### src/rtl/sdram_gate_pkg.sv
`timescale 1ns/1ps
package sdram_gate_pkg;

   typedef enum logic [3:0] {
      C_IDLE  = 4'd0,
      C_OPEN  = 4'd1,
      C_RD    = 4'd2,
      C_WR    = 4'd3,
      C_RDC   = 4'd4,
      C_WRC   = 4'd5,
      C_CLOSE = 4'd6,
      C_CLALL = 4'd7,
      C_MODE  = 4'd8,
      C_REFR  = 4'd9,
      C_SELF  = 4'd10
   } gate_cmd_e;

   // nanoseconds to clock periods, rounded up, negative clamps to zero
   function automatic int ns_to_cyc(input int ns, input int period);
      return (ns <= 0) ? 0 : (ns + period - 1) / period;
   endfunction

   function automatic int imax(input int a, input int b);
      return (a > b) ? a : b;
   endfunction

   // value loaded at the grant edge so the counter hits zero n cycles later
   function automatic int load_of(input int n);
      return (n > 0) ? n - 1 : 0;
   endfunction

endpackage

### src/rtl/sdram_gate_dcnt.sv
`timescale 1ns/1ps
module sdram_gate_dcnt #(
   parameter int W       = 4,
   parameter bit MAXLOAD = 1'b0
) (
   input  logic         clk,
   input  logic         rst_n,
   input  logic         load,
   input  logic [W-1:0] val,
   output logic         zero
);
   logic [W-1:0] cnt_q, dec, nxt;

   assign dec  = (cnt_q == '0) ? '0 : cnt_q - 1'b1;
   assign zero = (cnt_q == '0);

   generate
      if (MAXLOAD) begin : g_max
         // keep the later of the pending and the new deadline
         assign nxt = (load && (val > dec)) ? val : dec;
      end else begin : g_plain
         assign nxt = load ? val : dec;
      end
   endgenerate

   always_ff @(posedge clk) begin
      if (!rst_n) cnt_q <= '0;
      else        cnt_q <= nxt;
   end
endmodule

### src/rtl/sdram_gate_bank.sv
`timescale 1ns/1ps
module sdram_gate_bank #(
   parameter int CW        = 4,
   parameter int AW        = 8,
   parameter int RCD_L     = 2,
   parameter int RASMIN_L  = 4,
   parameter int WR_L      = 3,
   parameter int RASMAX_C  = 100
) (
   input  logic clk,
   input  logic rst_n,
   input  logic do_open,
   input  logic do_wr,
   input  logic do_close,
   output logic is_open,
   output logic col_ok,
   output logic close_ok,
   output logic overrun
);
   logic          ras_z, wr_z;
   logic [AW-1:0] age_q;

   sdram_gate_dcnt #(.W(CW), .MAXLOAD(1'b0)) u_rcd (
      .clk(clk), .rst_n(rst_n), .load(do_open), .val(CW'(RCD_L)), .zero(col_ok));

   sdram_gate_dcnt #(.W(CW), .MAXLOAD(1'b0)) u_rasmin (
      .clk(clk), .rst_n(rst_n), .load(do_open), .val(CW'(RASMIN_L)), .zero(ras_z));

   sdram_gate_dcnt #(.W(CW), .MAXLOAD(1'b1)) u_wrec (
      .clk(clk), .rst_n(rst_n), .load(do_wr), .val(CW'(WR_L)), .zero(wr_z));

   assign close_ok = ras_z && wr_z;

   always_ff @(posedge clk) begin
      if (!rst_n) begin
         is_open <= 1'b0;
         age_q   <= '0;
      end else begin
         if (do_open)       is_open <= 1'b1;
         else if (do_close) is_open <= 1'b0;
         if (do_open)
            age_q <= AW'(1);
         else if (is_open && (age_q <= AW'(RASMAX_C)))
            age_q <= age_q + 1'b1;
      end
   end

   assign overrun = is_open && (age_q > AW'(RASMAX_C));
endmodule

### src/rtl/sdram_cmd_gate.sv
`timescale 1ns/1ps
module sdram_cmd_gate
   import sdram_gate_pkg::*;
#(
   parameter int NUM_BANKS     = 2,
   parameter int TCK_NS        = 10,
   parameter int CAS_LAT       = 3,
   parameter int BURST_LEN     = 4,
   parameter int T_RCD_NS      = 30,
   parameter int T_RAS_MIN_NS  = 50,
   parameter int T_RAS_MAX_NS  = 100000,
   parameter int T_RC_NS       = 80,
   parameter int T_RP_NS       = 30,
   parameter int T_RRD_NS      = 20,
   parameter int T_RSA_NS      = 20,
   parameter int T_WR_NS       = 10,
   localparam int BANK_W       = (NUM_BANKS > 1) ? $clog2(NUM_BANKS) : 1
) (
   input  logic              clk,
   input  logic              rst_n,
   input  logic              cmd_valid,
   input  logic [3:0]        cmd_code,
   input  logic [BANK_W-1:0] cmd_bank,
   output logic              grant,
   output logic [3:0]        iss_cmd,
   output logic [BANK_W-1:0] iss_bank,
   output logic              viol
);
   // cycle counts
   localparam int RCD_C    = ns_to_cyc(T_RCD_NS, TCK_NS);
   localparam int RASMIN_C = ns_to_cyc(T_RAS_MIN_NS, TCK_NS);
   localparam int RASMAX_C = ns_to_cyc(T_RAS_MAX_NS, TCK_NS);
   localparam int RC_C     = ns_to_cyc(T_RC_NS, TCK_NS);
   localparam int RP_C     = ns_to_cyc(T_RP_NS, TCK_NS);
   localparam int RRD_C    = ns_to_cyc(T_RRD_NS, TCK_NS);
   localparam int RSA_C    = ns_to_cyc(T_RSA_NS, TCK_NS);
   localparam int WR_C     = ns_to_cyc(T_WR_NS, TCK_NS);
   localparam int APR_C    = ns_to_cyc(T_RP_NS - (CAS_LAT - 1) * TCK_NS, TCK_NS);
   // counter loads, measured from the command cycle
   localparam int RCD_L    = load_of(RCD_C);
   localparam int RASMIN_L = load_of(RASMIN_C);
   localparam int RC_L     = load_of(RC_C);
   localparam int MODE_L   = load_of(imax(RC_C, RSA_C));
   localparam int RP_L     = load_of(RP_C);
   localparam int RRD_L    = load_of(RRD_C);
   localparam int WR_L     = load_of(BURST_LEN - 1 + WR_C);
   localparam int APR_L    = load_of(CAS_LAT + BURST_LEN - 1 + APR_C);
   localparam int APW_L    = load_of(BURST_LEN - 1 + RP_C + 1);
   localparam int MAXL     = imax(imax(imax(RCD_L, RASMIN_L), imax(MODE_L, RP_L)),
                                  imax(imax(RRD_L, WR_L), imax(APR_L, APW_L)));
   localparam int CW       = imax(1, $clog2(MAXL + 1));
   localparam int AW       = imax(1, $clog2(RASMAX_C + 2));

   // elaboration checks
   if (CAS_LAT != 2 && CAS_LAT != 3) begin : g_bad_cl
      $error("CAS latency must be 2 or 3");
   end
   if (CAS_LAT == 2 && TCK_NS < 15) begin : g_bad_tck2
      $error("clock period below 15 ns at CAS latency 2");
   end
   if (CAS_LAT == 3 && TCK_NS < 10) begin : g_bad_tck3
      $error("clock period below 10 ns at CAS latency 3");
   end
   if (NUM_BANKS < 2 || (NUM_BANKS & (NUM_BANKS - 1)) != 0) begin : g_bad_nb
      $error("bank count must be a power of two, at least two");
   end
   if (BURST_LEN < 1) begin : g_bad_bl
      $error("burst length must be positive");
   end

   logic is_open_c, is_rd, is_wr, is_rdc, is_wrc, is_close, is_clall;
   logic is_mode, is_refr, is_self, is_col, is_auto, is_row;
   logic [NUM_BANKS-1:0] bank_open, col_ok, close_ok, overrun;
   logic [NUM_BANKS-1:0] do_open, do_wr, do_close;
   logic rc_z, pc_z, rrd_z, tgt_open, illegal, timing_ok;

   assign is_open_c = (cmd_code == C_OPEN);
   assign is_rd     = (cmd_code == C_RD);
   assign is_wr     = (cmd_code == C_WR);
   assign is_rdc    = (cmd_code == C_RDC);
   assign is_wrc    = (cmd_code == C_WRC);
   assign is_close  = (cmd_code == C_CLOSE);
   assign is_clall  = (cmd_code == C_CLALL);
   assign is_mode   = (cmd_code == C_MODE);
   assign is_refr   = (cmd_code == C_REFR);
   assign is_self   = (cmd_code == C_SELF);
   assign is_auto   = is_rdc || is_wrc;
   assign is_col    = is_rd || is_wr || is_auto;
   assign is_row    = is_open_c || is_mode || is_refr || is_self;

   assign tgt_open  = bank_open[cmd_bank];
   assign illegal   = cmd_valid && ((is_open_c && tgt_open) || (is_col && !tgt_open));

   always_comb begin
      timing_ok = 1'b0;
      if (is_open_c)            timing_ok = rc_z && pc_z && rrd_z;
      else if (is_rd || is_wr)  timing_ok = col_ok[cmd_bank];
      else if (is_auto)         timing_ok = col_ok[cmd_bank] && close_ok[cmd_bank];
      else if (is_close)        timing_ok = close_ok[cmd_bank];
      else if (is_clall)        timing_ok = &close_ok;
      else if (is_row)          timing_ok = rc_z && pc_z;
   end

   assign grant    = cmd_valid && !illegal && timing_ok;
   assign iss_cmd  = grant ? cmd_code : 4'd0;
   assign iss_bank = grant ? cmd_bank : '0;
   assign viol     = illegal || (|overrun);

   // shared spacings
   sdram_gate_dcnt #(.W(CW), .MAXLOAD(1'b1)) u_rowcyc (
      .clk(clk), .rst_n(rst_n), .load(grant && is_row),
      .val(is_mode ? CW'(MODE_L) : CW'(RC_L)), .zero(rc_z));

   sdram_gate_dcnt #(.W(CW), .MAXLOAD(1'b1)) u_prech (
      .clk(clk), .rst_n(rst_n), .load(grant && (is_close || is_clall || is_auto)),
      .val(is_rdc ? CW'(APR_L) : (is_wrc ? CW'(APW_L) : CW'(RP_L))), .zero(pc_z));

   sdram_gate_dcnt #(.W(CW), .MAXLOAD(1'b0)) u_rrd (
      .clk(clk), .rst_n(rst_n), .load(grant && is_open_c),
      .val(CW'(RRD_L)), .zero(rrd_z));

   for (genvar i = 0; i < NUM_BANKS; i++) begin : g_bank
      logic sel;
      assign sel         = (cmd_bank == BANK_W'(i));
      assign do_open[i]  = grant && is_open_c && sel;
      assign do_wr[i]    = grant && is_wr && sel;
      assign do_close[i] = grant && (is_clall || ((is_close || is_auto) && sel));

      sdram_gate_bank #(
         .CW(CW), .AW(AW), .RCD_L(RCD_L), .RASMIN_L(RASMIN_L),
         .WR_L(WR_L), .RASMAX_C(RASMAX_C)
      ) u_bank (
         .clk(clk), .rst_n(rst_n),
         .do_open(do_open[i]), .do_wr(do_wr[i]), .do_close(do_close[i]),
         .is_open(bank_open[i]), .col_ok(col_ok[i]),
         .close_ok(close_ok[i]), .overrun(overrun[i]));
   end
endmodule

### config.mk
export PLATFORM = sky130hd
export DESIGN_NAME = sdram_cmd_gate
export DESIGN_NICKNAME = d
export VERILOG_FILES = /design/src/rtl/sdram_gate_pkg.sv /design/src/rtl/sdram_gate_dcnt.sv /design/src/rtl/sdram_gate_bank.sv /design/src/rtl/sdram_cmd_gate.sv
export SDC_FILE = /design/constraint.sdc
export NUM_CORES = 1
export LEC_CHECK = 0
export BUFFER_PORTS_ARGS = -buffer_cell sky130_fd_sc_hd__buf_2
export CORE_MARGIN = 4
export CORE_UTILIZATION = 35
export DETAILED_ROUTE_END_ITERATION = 7
export GPL_TIMING_DRIVEN = 0
export SLEW_MARGIN = 20
export SYNTH_ARGS = -nofsm -noshare
export SYNTH_HDL_FRONTEND = slang
export SYNTH_SLANG_ARGS = --single-unit
export TNS_END_PERCENT = 30
### constraint.sdc
create_clock -name clk -period 2.5 [get_ports clk]
set_clock_uncertainty 0.05 [all_clocks]
set_input_delay 0.625 -clock clk [delete_from_list [all_inputs] [get_ports clk]]
set_output_delay 0.625 -clock clk [all_outputs]
set_load 0.02 [all_outputs]
==> impl_metrics.tcl, run 1 <==
set metrics [dict create \
    drv_cap 0 \
    power_frac_comb_pct 21.4 \
    rows 33 \
    seq_area_frac_synth_pct 37.1 \
    crit_path_start_kind "flip-flop" \
    antenna_found_initial 0 \
    overflow 0 \
    die-area_um2 10300 \
    die_w_um 102 \
    worstMarginPinSlew_ps 468 \
    gp_congestion 0.804 \
    end_kind "output pin" \
    viasPerCell 5.01 \
    root_buffer "clkbuf_8" \
    synth_edf_count 0 \
    peakVddDrop_mv 0.419 \
    total_power_w 0.00240 \
    stdcell_area_um2 3910 \
    synth_area_um2 3070 \
    gr-usage-met1_pct 17.7 \
    area_growth_pct 27.1 \
    setup-tns-final_ps -1930 \
    setup_ws_ps -268 \
    synth-async-reset-ratio_pct 0 \
    drtPass1Iterations 4 \
    port_buffers 11 \
    htreeDepth 3 \
    cts_sinks 57 \
    drv_slew 0 \
    cts_hold_buf 0 \
    swShare_pct 27.4 \
    grt_busiest_layer "met2" \
    track_usage_pct 13.6 \
    synth_seq_cells 57 \
    crit_path_max_fanout 5 \
    grt_max_degree 11 \
    min_period_ps 2770 \
    netlist_instances 360 \
    fp.coreArea_um2 8380 \
    path_class "flip-flop to output pin" \
    cts_tree "done" \
    antenna_cells 0 \
    drtIter0Drc 98 \
    die_h_um 102 \
    placed_cell_area_um2 3310 \
    use_met3_pct 2.55 \
    ff2ff_setup_slack_ps -180 \
    run_status "complete, but fails checks" \
    post_synth.cell_area_avg_um2 8.54 \
    nets 435 \
    ys_warn_count 0 \
    syn_nets 389 \
    ys_types 55 \
    clkTransAtPathRegs_ps 60 \
    clock_path_buffers 2 \
    antenna_left 0 \
    initial_core_util_pct 36.7 \
    synth.largest_area_cell "dfxtp_1" \
    finalSetupViolCount 11 \
    dp_hpwl_mm 4.48 \
    clkPwrFrac_pct 37.7 \
    synth_ff_type "dfxtp_1" \
    grt_pass1_wl_mm 11.3 \
    violations "setup timing" \
    mostFrequentLayoutCells "dfxtp_1, nor2_1, inv_1, nand2_1, buf_4" \
    ios 15 \
    wl_per_cell_um 12.7 \
    hp-class "flip-flop to flip-flop" \
    clk_latency_ps 330 \
    yosysTopAreaCellShare_pct 37.1 \
    rsz0062_at_grt "yes" \
    power_density_nw_per_um2 614 \
    p_int_w 0.00174 \
    synthTopCellsByArea "dfxtp_1, ha_1, nor2_1" \
    vias 2586 \
    layout_commonest_cell "dfxtp_1" \
    period_share_pct 111 \
    fmax_mhz 361 \
    required_ps 1820 \
    cts_inserted_buffers 9 \
    gr-usage-met2_pct 21.5 \
    slew_headroom_pct 68.5 \
    total_switching_power_w 0.000657 \
    leakage_nw 1.66 \
    drt-total-wl_mm 6.55 \
    drive_gt1_share_pct 27.0 \
    pwr-share-seq_pct 40.9 \
    grt_pass1_vias 2542 \
    final_hold_viol_count 0 \
    arrival_ps 2090 \
    drc 0 \
]
[metrics by stage]
stage               instances  hold slack [ps]  util (%)  setup slack (ps)
CTS                       512              372      45.0              -301
finish                    516              369      46.6              -268
detailed placement        476              364      39.5              -387
global placement          476              358      39.5              -390
global route              516              385      46.6              -310
floorplan                 360              347         -              -127
[routing by layer]
layer / wire [µm] / vias to the layer above / share of wire (%)
met5: 0 / - / 0
met4: 138 / 0 / 2.1
met3: 148 / 12 / 2.3
met2: 3060 / 33 / 47
met1: 3210 / 1203 / 49
li1: - / 1338 / -
[timing repair]
| action | 4_1_cts | 5_1_grt |
|---|---|---|
| gates resized for setup | 38 | 24 |
| endpoints found under the setup margin | 7 | 31 |
| pin swaps | 10 | 12 |
| buffers inserted | 20 | 4 |
[cells in the mapped netlist (3+ instances only)]
library cell,n
inv_1,30
clkbuf_1,7
xor2_1,16
dfxtp_1,57
mux2i_1,6
buf_2,3
nand2_1,26
a21o_1,8
a21boi_0,6
a21oi_1,8
ha_1,21
and2_1,10
and3_1,6
o211ai_1,8
nor3_1,16
xnor2_1,3
o21ai_0,14
o2111ai_1,9
or3_1,4
nor2_1,48
nor4b_1,3
nand3_1,5
nor2b_1,4
nand2b_1,3
nor3b_1,3
[path summary, 6_finish.rpt]
check                                                              startpoint  cells after the start                                       endpoint
worst max-delay path               g_bank[0].u_bank.u_rcd.cnt_q[1]$_SDFF_PN0_                      6                                       iss_bank
worst min-delay path            g_bank[0].u_bank.u_rasmin.cnt_q[0]$_SDFF_PP0_                      1  g_bank[0].u_bank.u_rasmin.cnt_q[0]$_SDFF_PP0_
worst max register to register         g_bank[0].u_bank.age_q[0]$_SDFFE_PN0P_                     16        g_bank[0].u_bank.age_q[10]$_SDFFE_PP0P_
worst min register to register  g_bank[0].u_bank.u_rasmin.cnt_q[0]$_SDFF_PP0_                      1  g_bank[0].u_bank.u_rasmin.cnt_q[0]$_SDFF_PP0_
[layout make-up]
| cell class | instances | area, µm² |
|---|---|---|
| multi-input combinational | 261 | 1960 |
| inverter | 30 | 113 |
| clock buffer | 14 | 173 |
| timing repair buffer | 35 | 273 |
| fill | 802 | 4480 |
| tap | 105 | 131 |
| sequential | 57 | 1150 |
| buffer | 12 | 72.6 |
| clock inverter | 2 | 35.0 |
[cells by family after synthesis]
group                      after synthesis  synth area share (%)
muxes                                    6                  1.95
adders and majority gates               21                  8.55
xor gates and xnor gates                19                  5.41
DFF                                     57                  37.1
AOI/OAI and AO/OA                       73                  18.1
and+or+nand+nor                        142                  23.4
buffers and inverters                   42                  5.49
[state kept, by name, indices dropped and copies added, names as in the netlist]
| signal | cells |
|---|---|
| g_bank.u_bank.age_q | 28 |
| g_bank.u_bank.u_rasmin.cnt_q | 6 |
| g_bank.u_bank.u_rcd.cnt_q | 6 |
| g_bank.u_bank.u_wrec.cnt_q | 6 |
| u_prech.cnt_q | 3 |
| u_rowcyc.cnt_q | 3 |
| u_rrd.cnt_q | 3 |
| g_bank.u_bank.is_open | 2 |
[power by group through the flow]
stage	Combinational, W	Sequential [W]	Clock [W]
after global placement	0.000362	0.000995	0
after floorplan	0.000290	0.000990	0
after CTS	0.000463	0.000978	0.000926
after global routing	0.000568	0.000986	0.000968
final	0.000512	0.000981	0.000905
after detailed placement	0.000375	0.000995	0
[worst max-delay path, stage by stage (launching register included)]
cell,delay [ps]
dfxtp_1,340
nor4_1,430
o21bai_1,120
a221o_2,470
buf_6,140
nor3_2,100
buf_4,160
No activity file was read; power rests on OpenSTA's default activity.
==> run 2, diff against run 1 <==
--- a/config.mk
+++ b/config.mk
@@ -5,11 +5,13 @@
 export SDC_FILE = /design/constraint.sdc
 export NUM_CORES = 1
 export LEC_CHECK = 0
+export ABC_AREA = 1
 export BUFFER_PORTS_ARGS = -buffer_cell sky130_fd_sc_hd__buf_2
 export CORE_MARGIN = 4
 export CORE_UTILIZATION = 35
 export DETAILED_ROUTE_END_ITERATION = 7
 export GPL_TIMING_DRIVEN = 0
+export MAX_ROUTING_LAYER = met4
 export SLEW_MARGIN = 20
 export SYNTH_ARGS = -nofsm -noshare
 export SYNTH_HDL_FRONTEND = slang
==> run 2 against run 1 <==
The flow still finishes with violations (setup timing). Sequential share of layout area grew 1.2 points. Clock-buffer cell count down 2. Clock power decreased by 12%. Combinational power fell by 44%. Critical path depth is 5 higher. Die area rose by 3.1%. First-iteration DRC count unchanged. Largest cell class unchanged. Highest routed layer unchanged.
==> impl_metrics.tcl, run 2 <==
set metrics [dict create \
    cts_hold_buf 0 \
    end_kind "output pin" \
    synthTopCellsByArea "dfxtp_1, nand2_1, ha_1" \
    synthAdderAreaFrac_pct 8.27 \
    rows 34 \
    crit_path_max_fanout 5 \
    die-area_um2 10700 \
    drc 0 \
    slew_headroom_pct 67.0 \
    drt-total-wl_mm 6.69 \
    leakage_nw 1.52 \
    drtPass1Iterations 4 \
    netlist_instances 456 \
    dp_hpwl_mm 4.84 \
    port_buffers 12 \
    track_usage_pct 13.8 \
    cts_tree "done" \
    setup-tns-final_ps -204 \
    fmax_mhz 391 \
    ios 15 \
    post_synth.cell_area_avg_um2 6.97 \
    final_core_util_pct 42.7 \
    mostFrequentLayoutCells "nand2_1, inv_1, dfxtp_1, a21oi_1, nor2_1" \
    overflow 0 \
    power_frac_comb_pct 14.1 \
    power_density_nw_per_um2 542 \
    initial_core_util_pct 36.3 \
    clk_latency_ps 330 \
    fp.coreArea_um2 8760 \
    crit_path_start_kind "flip-flop" \
    finalSetupViolCount 6 \
    synth-compound-area-share_pct 10.2 \
    clkTransAtPathRegs_ps 60 \
    wl_per_cell_um 11.1 \
    grt_pass1_vias 2609 \
    placed_cell_area_um2 3370 \
    antenna_left 0 \
    clkPwrFrac_pct 39.2 \
    min_period_ps 2560 \
    die_w_um 103 \
    stdcell_area_um2 3740 \
    die_h_um 103 \
    gp_congestion 0.850 \
    area_growth_pct 17.8 \
    path_class "flip-flop to output pin" \
    drtIter0Drc 98 \
    layout_commonest_cell "nand2_1" \
    drv_slew 0 \
    nets 518 \
    synth_edf_count 0 \
    rsz0062_at_grt "yes" \
    cts_inserted_buffers 9 \
    ys_types 32 \
    synth_mux_area_share_pct 0 \
    viasPerCell 4.76 \
    antenna_found_initial 0 \
    yosys.area_share.simple_pct 30.4 \
    p_int_w 0.00149 \
    yosysTopAreaCellShare_pct 35.9 \
    drv_cap 0 \
    vias 2858 \
    required_ps 1820 \
    synth_area_um2 3180 \
    swShare_pct 26.8 \
    pwr-share-seq_pct 46.7 \
    peakVddDrop_mv 0.298 \
    hp-class "flip-flop to flip-flop" \
    setup_ws_ps -59.6 \
    synth-async-reset-ratio_pct 0 \
    top_register "g_bank.u_bank.age_q" \
    syn_nets 485 \
    grt_max_degree 11 \
    worstMarginPinSlew_ps 495 \
    synth_ff_type "dfxtp_1" \
    antenna_cells 0 \
    cts_sinks 57 \
    run_status "complete, but fails checks" \
    final_hold_viol_count 0 \
    violations "setup timing" \
    clock_path_buffers 2 \
    synth_top_family_by_area "simple AND/OR/NAND/NOR gates" \
    grt_pass1_wl_mm 11.3 \
    total_switching_power_w 0.000544 \
    htreeDepth 3 \
    root_buffer "clkbuf_8" \
    arrival_ps 1880 \
    synthXorXnorAreaFrac_pct 5.79 \
    ys_warn_count 0 \
    synth_commonest_cells "nand2_1, dfxtp_1, inv_1" \
    period_share_pct 102 \
    synth_seq_cells 57 \
    drive_gt1_share_pct 17.6 \
    largest_reg_flops 28 \
    synth.largest_area_cell "dfxtp_1" \
    yosysMostFrequentCell "nand2_1" \
    seq_area_frac_synth_pct 35.9 \
]
-- run 2: cell types whose count changed after synthesis, sizes merged, moves of 7 or more --
cell / change
nand2: +106
a21oi: +38
inv: +31
nand3: +11
and2: -10
nand4: +10
o211ai: -10
o2111ai: -9
a21o: -8
nor2: -8
xnor2: +8
and3: -7
o21ai: -7
-- run 2: kinds of logic after synthesis --
group | count (synthesis)
fa+ha+maj | 21
xor+xnor | 21
simple gates | 226
compound gates | 60
flops | 57
buf+inv | 71
-- run 2: per-stage QoR --
stage | total power (W) | setup WS, ps | cells | hold WS [ps]
floorplan | 0.00113 | -20.7 | 456 | 347
global placement | 0.00119 | -75.9 | 576 | 353
detailed placement | 0.00119 | -115 | 576 | 363
CTS | 0.00204 | -59.7 | 599 | 378
global route | 0.00215 | -164 | 601 | 406
finish | 0.00203 | -59.6 | 601 | 372
-- run 2: worst paths after layout --
kind	startpoint	to	slack (ps)	depth (start not counted)
worst max-delay path	u_prech.cnt_q[1]$_SDFF_PN0_	iss_cmd[2]	-60	11
worst min-delay path	g_bank[0].u_bank.u_rasmin.cnt_q[0]$_SDFF_PP0_	g_bank[0].u_bank.u_rasmin.cnt_q[0]$_SDFF_PP0_	370	1
worst max register to register	u_prech.cnt_q[1]$_SDFF_PN0_	g_bank[1].u_bank.age_q[5]$_SDFFE_PP0P_	410	13
worst min register to register	g_bank[0].u_bank.u_rasmin.cnt_q[0]$_SDFF_PP0_	g_bank[0].u_bank.u_rasmin.cnt_q[0]$_SDFF_PP0_	370	1
-- run 2: worst max-delay path, stage by stage, from the launching register on --
cell	delay (ps)
dfxtp_2	320
nor2_2	120
ha_2	220
nand2_2	70
inv_2	50
nand2_2	50
a21oi_2	170
nand3_2	120
nor2_4	130
inv_4	70
nor2_2	110
buf_6	130
-- run 2: layout make-up --
type / count / area (µm²)
timing repair buffer: 22 / 171
clock inverter: 3 / 15.0
inverter: 62 / 238
fill: 908 / 5020
sequential: 57 / 1150
buffer: 9 / 63.8
multi-input combinational: 328 / 1810
clock buffer: 12 / 165
tap: 108 / 135
-- run 2: layer usage --
metal | part of all wire [%] | global-route usage [%] | vias to the layer above
met3 | 3.2 | 4.43 | 11
met5 | 0 | - | -
met4 | 1.9 | 3.98 | 0
li1 | - | - | 1506
met1 | 47 | 16.4 | 1304
met2 | 48 | 22.6 | 37
-- run 2: what timing repair did --
| item | CTS | global route |
|---|---|---|
| pin swaps | 7 | 8 |
| gates resized for setup | 17 | 25 |
| endpoints found under the setup margin | 7 | 7 |
| buffers inserted | 8 | 2 |
-- run 2: power groups by stage --
stage | combinational, W | sequential (W) | clock, W
after floorplan | 0.000169 | 0.000965 | 0
after global placement | 0.000218 | 0.000967 | 0
after detailed placement | 0.000224 | 0.000968 | 0
after CTS | 0.000254 | 0.000948 | 0.000833
after global routing | 0.000322 | 0.000951 | 0.000872
final | 0.000286 | 0.000948 | 0.000796
